[config.mk]
export PLATFORM = sky130hd
export DESIGN_NAME = cfg_stream_seq
export DESIGN_NICKNAME = d
export VERILOG_FILES = /design/src/rtl/cfgseq_pkg.sv /design/src/rtl/cfgseq_page.sv /design/src/rtl/cfgseq_count.sv /design/src/rtl/cfgseq_casc.sv /design/src/rtl/cfg_stream_seq.sv
export SDC_FILE = /design/constraint.sdc
export NUM_CORES = 1
export LEC_CHECK = 0
export CAP_MARGIN = 20
export CORE_UTILIZATION = 25
export CTS_CLUSTER_SIZE = 30
export DETAILED_ROUTE_END_ITERATION = 12
export PLACE_DENSITY = 0.55
export SLEW_MARGIN = 25
export SYNTH_ARGS = -nofsm -noshare
export SYNTH_HDL_FRONTEND = slang
export SYNTH_HIERARCHICAL = 1
export SYNTH_SLANG_ARGS = --single-unit
export TNS_END_PERCENT = 100
[constraint.sdc]
create_clock -name clk -period 2.3 [get_ports clk]
set_input_delay 0.23 -clock clk [delete_from_list [all_inputs] [get_ports clk]]
set_output_delay 0.23 -clock clk [all_outputs]
set_load 0.05 [all_outputs]
[src/rtl/cfgseq_pkg.sv]
package cfgseq_pkg;

    // Captured page choice
    typedef struct packed {
        logic       en;
        logic [1:0] sel;
    } page_t;

endpackage

[src/rtl/cfgseq_page.sv]
module cfgseq_page
    import cfgseq_pkg::*;
#(
    parameter int ADDR_W = 20
) (
    input  logic              clk,
    input  logic              rst_n,
    input  logic              load,
    input  logic              part_en,
    input  logic [1:0]        part_sel,
    output logic [ADDR_W-1:0] live_base,
    output logic [ADDR_W-1:0] top_addr
);
    localparam int QW = ADDR_W - 2;

    page_t page_d, page_q;

    always_comb begin
        page_d = page_q;
        if (load) begin
            page_d.en  = part_en;
            page_d.sel = part_sel;
        end
    end

    always_ff @(posedge clk or negedge rst_n) begin
        if (!rst_n) page_q <= '0;
        else        page_q <= page_d;
    end

    // base follows live inputs (counter loads it during reset); end uses latched choice
    assign live_base = part_en ? {part_sel, {QW{1'b0}}} : '0;
    assign top_addr  = page_q.en ? {page_q.sel, {QW{1'b1}}} : '1;

    a_r3_page_hold: assert property (@(posedge clk) disable iff (!rst_n)
        !load |=> $stable(top_addr));

endmodule

[src/rtl/cfgseq_count.sv]
module cfgseq_count #(
    parameter int ADDR_W = 20,
    parameter int WORD_W = 16
) (
    input  logic                       clk,
    input  logic                       rst_n,
    input  logic                       ser_mode,
    input  logic                       cs_n,
    input  logic                       rst_oe,
    input  logic                       tick,
    input  logic [ADDR_W-1:0]          live_base,
    input  logic [ADDR_W-1:0]          top_addr,
    output logic [ADDR_W-1:0]          addr_nxt,
    output logic [$clog2(WORD_W)-1:0]  bit_idx,
    output logic                       at_top
);
    localparam int BIT_W = $clog2(WORD_W);
    localparam logic [BIT_W-1:0] LAST = BIT_W'(WORD_W - 1);

    typedef struct packed {
        logic [ADDR_W-1:0] addr;
        logic [BIT_W-1:0]  bits;
    } cnt_t;

    cnt_t cnt_d, cnt_q;

    always_comb begin
        cnt_d = cnt_q;
        if (ser_mode) begin
            if (!rst_oe) begin
                cnt_d.addr = live_base;
                cnt_d.bits = '0;
            end else if (!cs_n && tick) begin
                if (cnt_q.bits == LAST) begin
                    cnt_d.bits = '0;
                    if (cnt_q.addr != top_addr)
                        cnt_d.addr = cnt_q.addr + 1'b1;
                end else begin
                    cnt_d.bits = cnt_q.bits + 1'b1;
                end
            end
        end
    end

    always_ff @(posedge clk or negedge rst_n) begin
        if (!rst_n) cnt_q <= '0;
        else        cnt_q <= cnt_d;
    end

    assign addr_nxt = cnt_d.addr;
    assign bit_idx  = LAST - cnt_q.bits;
    assign at_top   = (cnt_q.addr == top_addr);

    a_r2_clear_bits: assert property (@(posedge clk) disable iff (!rst_n)
        (ser_mode && !rst_oe) |=> (bit_idx == LAST));
    a_r5_idle_hold: assert property (@(posedge clk) disable iff (!rst_n)
        (ser_mode && rst_oe && (cs_n || !tick)) |=> ($stable(addr_nxt) || !rst_oe || !ser_mode || tick));
    a_r7_saturate: assert property (@(posedge clk) disable iff (!rst_n)
        (ser_mode && rst_oe && at_top) |=> (at_top || !rst_oe || !ser_mode));
    a_r11_frozen: assert property (@(posedge clk) disable iff (!rst_n)
        (!ser_mode) |=> $stable(bit_idx));

endmodule

[src/rtl/cfgseq_casc.sv]
module cfgseq_casc (
    input  logic clk,
    input  logic rst_n,
    input  logic ser_mode,
    input  logic cs_n,
    input  logic rst_oe,
    input  logic at_top,
    output logic casc_n
);
    typedef struct packed {
        logic done;
    } casc_t;

    casc_t st_d, st_q;

    always_comb begin
        st_d = st_q;
        if (ser_mode) begin
            if (!rst_oe)     st_d.done = 1'b0;
            else if (at_top) st_d.done = 1'b1;
        end
    end

    always_ff @(posedge clk or negedge rst_n) begin
        if (!rst_n) st_q <= '0;
        else        st_q <= st_d;
    end

    assign casc_n = !(st_q.done && ser_mode && rst_oe && !cs_n);

    a_r8_end_low: assert property (@(posedge clk) disable iff (!rst_n)
        (at_top && ser_mode && rst_oe) ##1 (ser_mode && rst_oe && !cs_n) |-> !casc_n);
    a_r10_oe_clears: assert property (@(posedge clk) disable iff (!rst_n)
        (ser_mode && !rst_oe) ##1 !at_top |-> casc_n);

endmodule

[src/rtl/cfg_stream_seq.sv]
module cfg_stream_seq #(
    parameter int ADDR_W = 20,
    parameter int WORD_W = 16
) (
    input  logic              clk,
    input  logic              rst_n,
    input  logic              ser_mode,
    input  logic              cs_n,
    input  logic              rst_oe,
    input  logic              part_en,
    input  logic [1:0]        part_sel,
    input  logic              dclk_tick,
    output logic [ADDR_W-1:0] mem_addr,
    input  logic [WORD_W-1:0] mem_data,
    output logic              sdo,
    output logic              sdo_en,
    output logic              casc_n
);
    localparam int BIT_W = $clog2(WORD_W);

    logic [ADDR_W-1:0] live_base, top_addr;
    logic [BIT_W-1:0]  bit_idx;
    logic              at_top;

    cfgseq_page #(.ADDR_W(ADDR_W)) page_i (
        .clk       (clk),
        .rst_n     (rst_n),
        .load      (ser_mode && !rst_oe),
        .part_en   (part_en),
        .part_sel  (part_sel),
        .live_base (live_base),
        .top_addr  (top_addr)
    );

    cfgseq_count #(.ADDR_W(ADDR_W), .WORD_W(WORD_W)) count_i (
        .clk       (clk),
        .rst_n     (rst_n),
        .ser_mode  (ser_mode),
        .cs_n      (cs_n),
        .rst_oe    (rst_oe),
        .tick      (dclk_tick),
        .live_base (live_base),
        .top_addr  (top_addr),
        .addr_nxt  (mem_addr),
        .bit_idx   (bit_idx),
        .at_top    (at_top)
    );

    cfgseq_casc casc_i (
        .clk      (clk),
        .rst_n    (rst_n),
        .ser_mode (ser_mode),
        .cs_n     (cs_n),
        .rst_oe   (rst_oe),
        .at_top   (at_top),
        .casc_n   (casc_n)
    );

    assign sdo_en = ser_mode && !cs_n && rst_oe;
    assign sdo    = sdo_en && mem_data[bit_idx];

    a_r1_quiet_off: assert property (@(posedge clk) disable iff (!rst_n)
        !sdo_en |-> !sdo);
    a_r11_no_cascade: assert property (@(posedge clk) disable iff (!rst_n)
        !ser_mode |-> (casc_n && !sdo_en));

endmodule

# Word-level counts from Yosys, hierarchy flattened
# Cells that the tools add are included.
# op_classes
add_sub_neg,3
n_mul,0
div,0
n_lt_le_gt_ge,1
n_eq_ne,5
shifts,0
mux,12
n_bitwise,0
n_reduce_logical,13
# op_table
operator,count
20-bit 2-to-1 mux,4
24-bit 2-to-1 mux,3
20-bit by 1-bit adder with 20-bit output (second input constant),1
20-bit equality test,1
20-bit inequality test,1
1-bit logical AND,8
4-bit by 5-bit < comparator with 1-bit output (second input constant),1
4-bit by 1-bit adder with 4-bit output (second input constant),1
1-bit binary-select mux with 4-bit select,1
4-bit equality test (second input constant),1
4-bit 2-to-1 mux,1
2-bit by 1-bit inequality test with 1-bit output (second input constant),2
2-bit AND reduction,2
4-bit subtractor (first input constant),1
1-bit zero test,3
1-bit 2-to-1 mux,3
# word_totals
regBits,28
latch_bits,0
ramBits,0
romBits,0
inputBits,25
out_inout_bits,23
word_cells,39
memories,0

# Longest topological paths before layout
# Gate-level depths: netlist of run 1.
# logic_depth
word_depth,7
mapped_depth,9
ltp_nobuf,8

# Hierarchy
# Netlist of run 1, hierarchy kept.
# modules_own_cells
mod,instances,cells_each,area_per_inst_um2,seq_area_each_um2
cfgseq_count,1,231,1871.8,600.6
cfgseq_page,1,48,411.6,75.1
cfg_stream_seq,1,18,168.9,0.0
cfgseq_casc,1,5,47.5,25.0

# Worst setup path before layout of run 1
# No wires, ideal clock.
# synth_timing
kind,reg2reg
start,reg count_i/cnt_q[1] (netlist bit)
end,reg count_i/cnt_q[21] (netlist bit)
setup_time_ns,0.321
t_arrival_ns,3.219
required_ns,1.979
slack_ns,-1.239
path_stages_with_launch,8
path_buffers,1
period_less_slack_ns,3.539
path_cell_list,dfrtp_1 -> ha_1 -> nand3_1 -> or2_1 -> a21oi_2 -> buf_4 -> nand3_1 -> o311ai_0
# synth_via
elab_chain_len,5
# synth_lines
item,line,source
from (decl),cfgseq_count.sv:25,"cnt_t cnt_d, cnt_q;"
from (signal assigned),cfgseq_count.sv:47,else cnt_q <= cnt_d;
4-bit equality test,cfgseq_count.sv:34,if (cnt_q.bits == LAST) begin
20-bit 2-to-1 mux,cfgseq_count.sv:34,
24-bit 2-to-1 mux,cfgseq_count.sv:33,end else if (!cs_n && tick) begin
24-bit 2-to-1 mux,cfgseq_count.sv:30,if (!rst_oe) begin
24-bit 2-to-1 mux,cfgseq_count.sv:29,if (ser_mode) begin
via mem_addr[17],cfg_stream_seq.sv:13,"output logic [ADDR_W-1:0] mem_addr,"
# The timed path passes the listed nets, and every way through them passes these cells. The select of a mux whose other input is x is not followed.
# A chain may end at the register's enable or synchronous reset.

# Worst setup path in the final report of run 1
# layout_timing
start,reg page_i/page_q[1] (netlist bit)
end,out mem_addr[14]
# layout_via
elab_chain_len,7
# layout_lines
item,line,source
from (decl),cfgseq_page.sv:16,"page_t page_d, page_q;"
from (signal assigned),cfgseq_page.sv:28,else page_q <= page_d;
20-bit 2-to-1 mux,cfgseq_page.sv:33,"assign top_addr = page_q.en ? {page_q.sel, {QW{1'b1}}} : '1;"
via top_addr[19],cfg_stream_seq.sv:21,"logic [ADDR_W-1:0] live_base, top_addr;"
20-bit inequality test,cfgseq_count.sv:36,if (cnt_q.addr != top_addr)
20-bit 2-to-1 mux,cfgseq_count.sv:36,
20-bit 2-to-1 mux,cfgseq_count.sv:34,
24-bit 2-to-1 mux,cfgseq_count.sv:33,
24-bit 2-to-1 mux,cfgseq_count.sv:30,
24-bit 2-to-1 mux,cfgseq_count.sv:29,
to (decl),cfg_stream_seq.sv:13,
# The timed path passes the listed nets, and every way through them passes these cells. The select of a mux whose other input is x is not followed.

==> results of run 1 <==
## metrics by stage
| stage | worst slack (ns) | area, µm² | hold WS (ns) | cells |
|---|---|---|---|---|
| after global routing | -0.336 | 4120 | 0.362 | 538 |
| after global placement | -0.0273 | 3690 | 0.470 | 525 |
| after CTS | -0.237 | 4030 | 0.329 | 533 |
| final | -0.205 | 4120 | 0.318 | 538 |
| after detailed placement | -0.0481 | 3690 | 0.479 | 525 |
| after floorplan | -0.0956 | 2790 | -0.0656 | 336 |
## logic make-up (layout without fill, tap and decap cells)
family	Yosys count	in the layout	synth area share [%]
adder cells (fa/ha/maj)	2	2	1.00
XOR/XNOR	20	20	7.01
buffers and inverters	61	130	15.7
flip-flops	28	28	28.0
AND/OR/NAND/NOR	110	110	23.0
multiplexers	9	9	4.96
AO/OA/AOI/OAI	70	70	20.1
other	2	36	0.300
## power groups by stage
stage / clock [mW] / combinational, mW / sequential (mW)
2_1_floorplan: 0 / 0.610 / 0.648
3_3_place_gp: 0 / 1.03 / 0.641
3_5_place_dp: 0 / 1.04 / 0.643
4_1_cts: 0.334 / 1.10 / 0.643
5_1_grt: 0.356 / 1.19 / 0.662
6_report: 0.322 / 1.12 / 0.653
## per-layer routing
layer	vias up	wire, µm	GRT usage, %
met5	-	0	0
met2	70	3830	25.3
met3	11	356	1.71
met1	1206	3750	22.9
met4	0	114	5.49
li1	1252	-	-
## synthesized netlist by cell type, types with 3 or more instances
master / n / area, µm²
a211oi_1: 7 / 52.6
a21oi_1: 10 / 50.1
a22oi_1: 6 / 45.0
a311oi_1: 8 / 70.1
and2_1: 6 / 37.5
and3_1: 4 / 25.0
buf_4: 39 / 293
clkbuf_1: 8 / 30.0
dfrtp_1: 28 / 701
inv_1: 11 / 41.3
mux2_1: 3 / 33.8
mux2i_1: 3 / 30.0
nand2_1: 19 / 71.3
nand2b_1: 4 / 25.0
nand3_1: 17 / 85.1
nand4_1: 9 / 56.3
nor2_1: 22 / 82.6
nor3_1: 10 / 50.1
nor4_1: 8 / 50.1
o211ai_1: 3 / 22.5
o21ai_0: 8 / 40.0
o22ai_1: 11 / 68.8
o311ai_0: 3 / 26.3
xnor2_1: 20 / 175
## flip-flops by register name, indices dropped and copies added, names as in the netlist
register / flops
casc_i/st_q: 1
count_i/cnt_q: 24
page_i/page_q: 3
## final timing paths
path,from,to,slack [ns]
max,page_i/page_q[1],mem_addr[14],-0.20
min,rst_n,count_i/cnt_q[22],0.32
max reg2reg,page_i/page_q[1],count_i/cnt_q[16],0.27
min reg2reg,page_i/page_q[1],page_i/page_q[1],0.50
max in group asynchronous,rst_n,count_i/cnt_q[9],1.67
min in group clk,page_i/page_q[1],page_i/page_q[1],0.50
## cell type report
cell class / count / area [µm²]
clock buffer: 4 / 55.1
timing repair buffer: 115 / 1230
inverter: 11 / 47.5
fill: 964 / 5610
multi-input combinational: 247 / 1910
sequential: 28 / 711
tap: 133 / 166
## critical path, delay by kind of cell, from the launching register on
| kind | cells | cell delay [ns] |
|---|---|---|
| AND/OR/NAND/NOR | 4 | 0.65 |
| buffers and inverters | 3 | 0.47 |
| flip-flops | 1 | 0.39 |
| AO/OA/AOI/OAI | 2 | 0.36 |
| XOR/XNOR | 1 | 0.13 |
## what timing repair did
| action | CTS | global route |
|---|---|---|
| hold endpoints to repair | 0 | 0 |
| pin swaps | 15 | 6 |
| cloned | 0 | 0 |
| setup endpoints to repair | 20 | 21 |
| setup buffers | 8 | 5 |
| gates resized for setup | 55 | 10 |
==> results.cfg, run 1 <==
[timing]
finalSetupViolations = 20
grt_setup_unrepaired = true
finClkSkew_ns = 0.00595
max_freq_mhz = 399
period_minus_slack_ns = 2.50
setup_ws_ns = -0.205
hold_viol_final = 0
slew_violations = 0
tns_ns = -2.40
period_share_pct = 109

[critical_path]
cp_max_fo = 5
r2r_cells = 10
crit_chain = nand2b_4 > xnor2_2 > nand4_1 > nor3_2 > buf_4 > a21oi_4 > buf_6 > and4_1 > o31a_1 > buf_12
critPathKind = flip-flop to output pin
cp-end-kind = output pin
cpMaxStageDelayCell = dfrtp_1
start_kind = flip-flop
cp.required_ns = 2.07
cp.arrival_ns = 2.27
slowest_delay_ns = 0.39

[yosys]
ys_ff_latch = 28
synthFlopType = dfrtp_1
ys_warn_count = 6
syn_avg_cell_area_um2 = 8.28
synth_cell_types = 52
synth-edff-count = 0
synth-async-reset-ratio_pct = 100
postSynthCellCount = 302
syn_area_um2 = 2500
ys_seq_area_share_pct = 28.0

[routing]
drc = 0
wire_per_inst_um = 15.0
drt_iter0_drc = 97
drt_first_pass_iters = 4
drt_wl_total_um = 8060
vias_per_cell = 4.72
vias = 2539
drtAntennaViolNets = 0

[global_routing]
grt_pass1_vias = 2536
grt_start_max_net_pins = 29
grt_overflow = 0
antenna_found_initial = 0
grt_pass1_wl_um = 13100
grtUsageTotal_pct = 16.1

[clock_network]
htreeDepth = 1
clkSlewWorstSetupHoldPaths_ns = 0.11
root_buffer = clkbuf_8
cts_tree = yes
clock_latency_ns = 0.28
cts_buffer_depth = 2
numCtsBuffers = 3
cts_sinks = 28
cts-hold-fix-buffers = 0

[die]
core_area_um2 = 9730
fp.dieH_um = 102
rows = 36
start_util_pct = 25.7
die-area_um2 = 10400
dieWidth_um = 102
io-pin-count = 48

[pwr]
finalPower_mw = 2.09
p_per_area_nw_per_um2 = 508
p_sw_share_pct = 39.5
internal-power_mw = 1.27
p_seq_share_pct = 31.2
p_clk_share_pct = 15.4
p_leak_nw = 1.66
power_frac_comb_pct = 53.4
p_switching_mw = 0.826
irDropWorstVdd_mv = 0.266

[final_layout]
mostFrequentLayoutCells = buf_4 (58), conb_1 (36), clkdlybuf4s50_1 (24)
drive_above_1_share_pct = 38.8
area_delta_synth_final_pct = 64.7
final_util_pct = 42.3
layout_commonest_cell = buf_4
diodes = 0
nets = 433

[run]
drv_cap = 0

[placement]
gp_congestion = 0.897
portBuffers = 47
dpl.hpwl_um = 5960

[outcome]
status = finished, violations left
failed_checks = setup timing

[hold_path]
hold_path_class = input pin to async pin
Power figures use the tool's default switching activity.
==> run 2, diff against run 1 <==
==> constraint.sdc (replaced) <==
create_clock -name clk -period 2.3 [get_ports clk]
set_input_delay 0.23 -clock clk [delete_from_list [all_inputs] [get_ports clk]]
set_output_delay 0.23 -clock clk [all_outputs]
set_load 0.1 [all_outputs]
==> run 2 against run 1 <==
The flow still finishes with violations (setup timing). Wire length decreased by 1.5%. Sequential power decreased by 0.9%. Fmax decreased by 3.1%. First-iteration DRC count increased by 22%. Via count increased by 2.2%. Non-clock buffer count increased by 6. Combinational power increased by 24%. Sequential cell count unchanged. Total power increased by 11%. Clock power decreased by 12%. Die area unchanged. Cell count increased by 0.93%. Largest cell class unchanged.
==> results.cfg, run 2 (synthesized netlist as in run 1, its figures left out) <==
[final_layout]
nets = 439
diodes = 0
drive_above_1_share_pct = 39.8
reg_top3 = count_i/cnt_q (24), page_i/page_q (3), casc_i/st_q (1)
regMostFlops = count_i/cnt_q
largest_register_ffs = 24
fin_area_um2 = 4260
multiInputGateArea_um2 = 1990
layout_commonest_cell = buf_4
mostFrequentLayoutCells = buf_4 (65), conb_1 (36), buf_12 (25)
area_delta_synth_final_pct = 70.5
n_fill_cell = 955
seqCellArea_um2 = 708

[timing]
grt_setup_unrepaired = true
period_share_pct = 112
period_minus_slack_ns = 2.58
slew_violations = 0
hold_viol_final = 0
finalSetupViolations = 20
finClkSkew_ns = 0.00736
max_freq_mhz = 387
setup_ws_ns = -0.285
tns_ns = -3.90

[pwr]
p_leak_nw = 1.71
finalPower_mw = 2.32
p_per_area_nw_per_um2 = 544
irDropWorstVdd_mv = 0.217

[die]
start_util_pct = 25.7
rows = 36
core_area_um2 = 9730
dieWidth_um = 102
fp.dieH_um = 102
io-pin-count = 48
die-area_um2 = 10400

[clock_network]
numCtsBuffers = 3
cts-hold-fix-buffers = 0
htreeDepth = 1
root_buffer = clkbuf_8
clock_latency_ns = 0.28
cts_buffer_depth = 2
cts_tree = yes
cts_sinks = 28
clkSlewWorstSetupHoldPaths_ns = 0.10

[global_routing]
grtUsageTotal_pct = 16.4
grt_overflow = 0
grt_pass1_vias = 2696
grt_start_max_net_pins = 29
grt_pass1_wl_um = 13600
antenna_found_initial = 0

[placement]
gp_congestion = 0.868
portBuffers = 47
place_area_um2 = 3880
dpl.hpwl_um = 5940
pre_cts_ws_ns = -0.0794

[routing]
drt_iter0_drc = 118
drt_wl_total_um = 7940
drt_first_pass_iters = 4
vias = 2594
drc = 0
vias_per_cell = 4.78
drtAntennaViolNets = 0
wire_per_inst_um = 14.6

[outcome]
status = finished, violations left
failed_checks = setup timing

[critical_path]
critPathKind = flip-flop to output pin
cp.required_ns = 2.07
cp-end-kind = output pin
start_kind = flip-flop
cp.arrival_ns = 2.35
cp_max_fo = 3

[run]
drv_cap = 0

[hold_path]
hold_path_class = input pin to async pin
==> run 2: changes by cell type in the layout (fill, tap and decap cells not counted), moves of 3 or more <==
| cell | previous run | this run |
|---|---|---|
| buf_4 | 58 | 65 |
| buf_12 | 20 | 25 |
| buf_6 | 12 | 7 |
| a311oi_2 | 5 | 2 |
==> run 2: routing by layer <==
metal / wire length, µm / share of wire, % / track usage (%) / vias up
met5: 0 / 0 / 0 / -
met4: 53 / 0.67 / 3.96 / 0
met3: 358 / 4.5 / 1.64 / 4
met2: 3950 / 50 / 28.9 / 87
met1: 3580 / 45 / 21.6 / 1237
li1: - / - / - / 1266
==> run 2: final timing paths <==
path	start	end	slack, ns	depth (start not counted)
hold reg to reg	page_i/page_q[1]	page_i/page_q[1]	0.50	1
max in group asynchronous	rst_n	page_i/page_q[2]	1.67	2
setup / recovery	page_i/page_q[1]	mem_addr[17]	-0.28	9
hold / removal	rst_n	count_i/cnt_q[19]	0.32	2
min in group clk	page_i/page_q[1]	page_i/page_q[1]	0.50	1
setup reg to reg	page_i/page_q[1]	count_i/cnt_q[6]	0.19	11
==> run 2: per-stage QoR <==
stage	util, %	hold WS [ns]	cells
final	43.8	0.322	543
after global routing	43.8	0.368	543
after CTS	43.1	0.343	538
after detailed placement	39.9	0.472	527
after global placement	39.9	0.467	527
after floorplan	-	-0.0656	336
==> run 2: critical path, cell delays in order, from the launching register on <==
cell	delay [ns]
dfrtp_1	0.39
nand2b_4	0.14
xnor2_2	0.12
nand4_1	0.13
nor3_2	0.07
buf_4	0.15
a21oi_4	0.18
nand3_1	0.24
o311ai_2	0.42
buf_12	0.23
==> run 2: cell type report <==
| cell class | instances | area share (%) |
|---|---|---|
| clock buffers | 3 | 0.969 |
| inverters | 11 | 1.12 |
| multi-input cells | 247 | 46.7 |
| flip-flops and latches | 28 | 16.6 |
| well taps | 133 | 3.90 |
| repair buffers | 121 | 30.7 |
==> run 2: power by group <==
part / internal (mW) / switching [mW] / total [mW]
Sequential: 0.565 / 0.0825 / 0.647
Combinational: 0.583 / 0.807 / 1.39
Clock: 0.118 / 0.164 / 0.282
Total: 1.27 / 1.05 / 2.32
==> run 2: repair_timing <==
item / 4_1_cts / 5_1_grt
gates cloned: 1 / 0
pin swaps: 10 / 5
buffers inserted: 7 / 5
setup endpoints to repair: 20 / 21
gates resized for setup: 40 / 6
endpoints found under the hold margin: 0 / 0
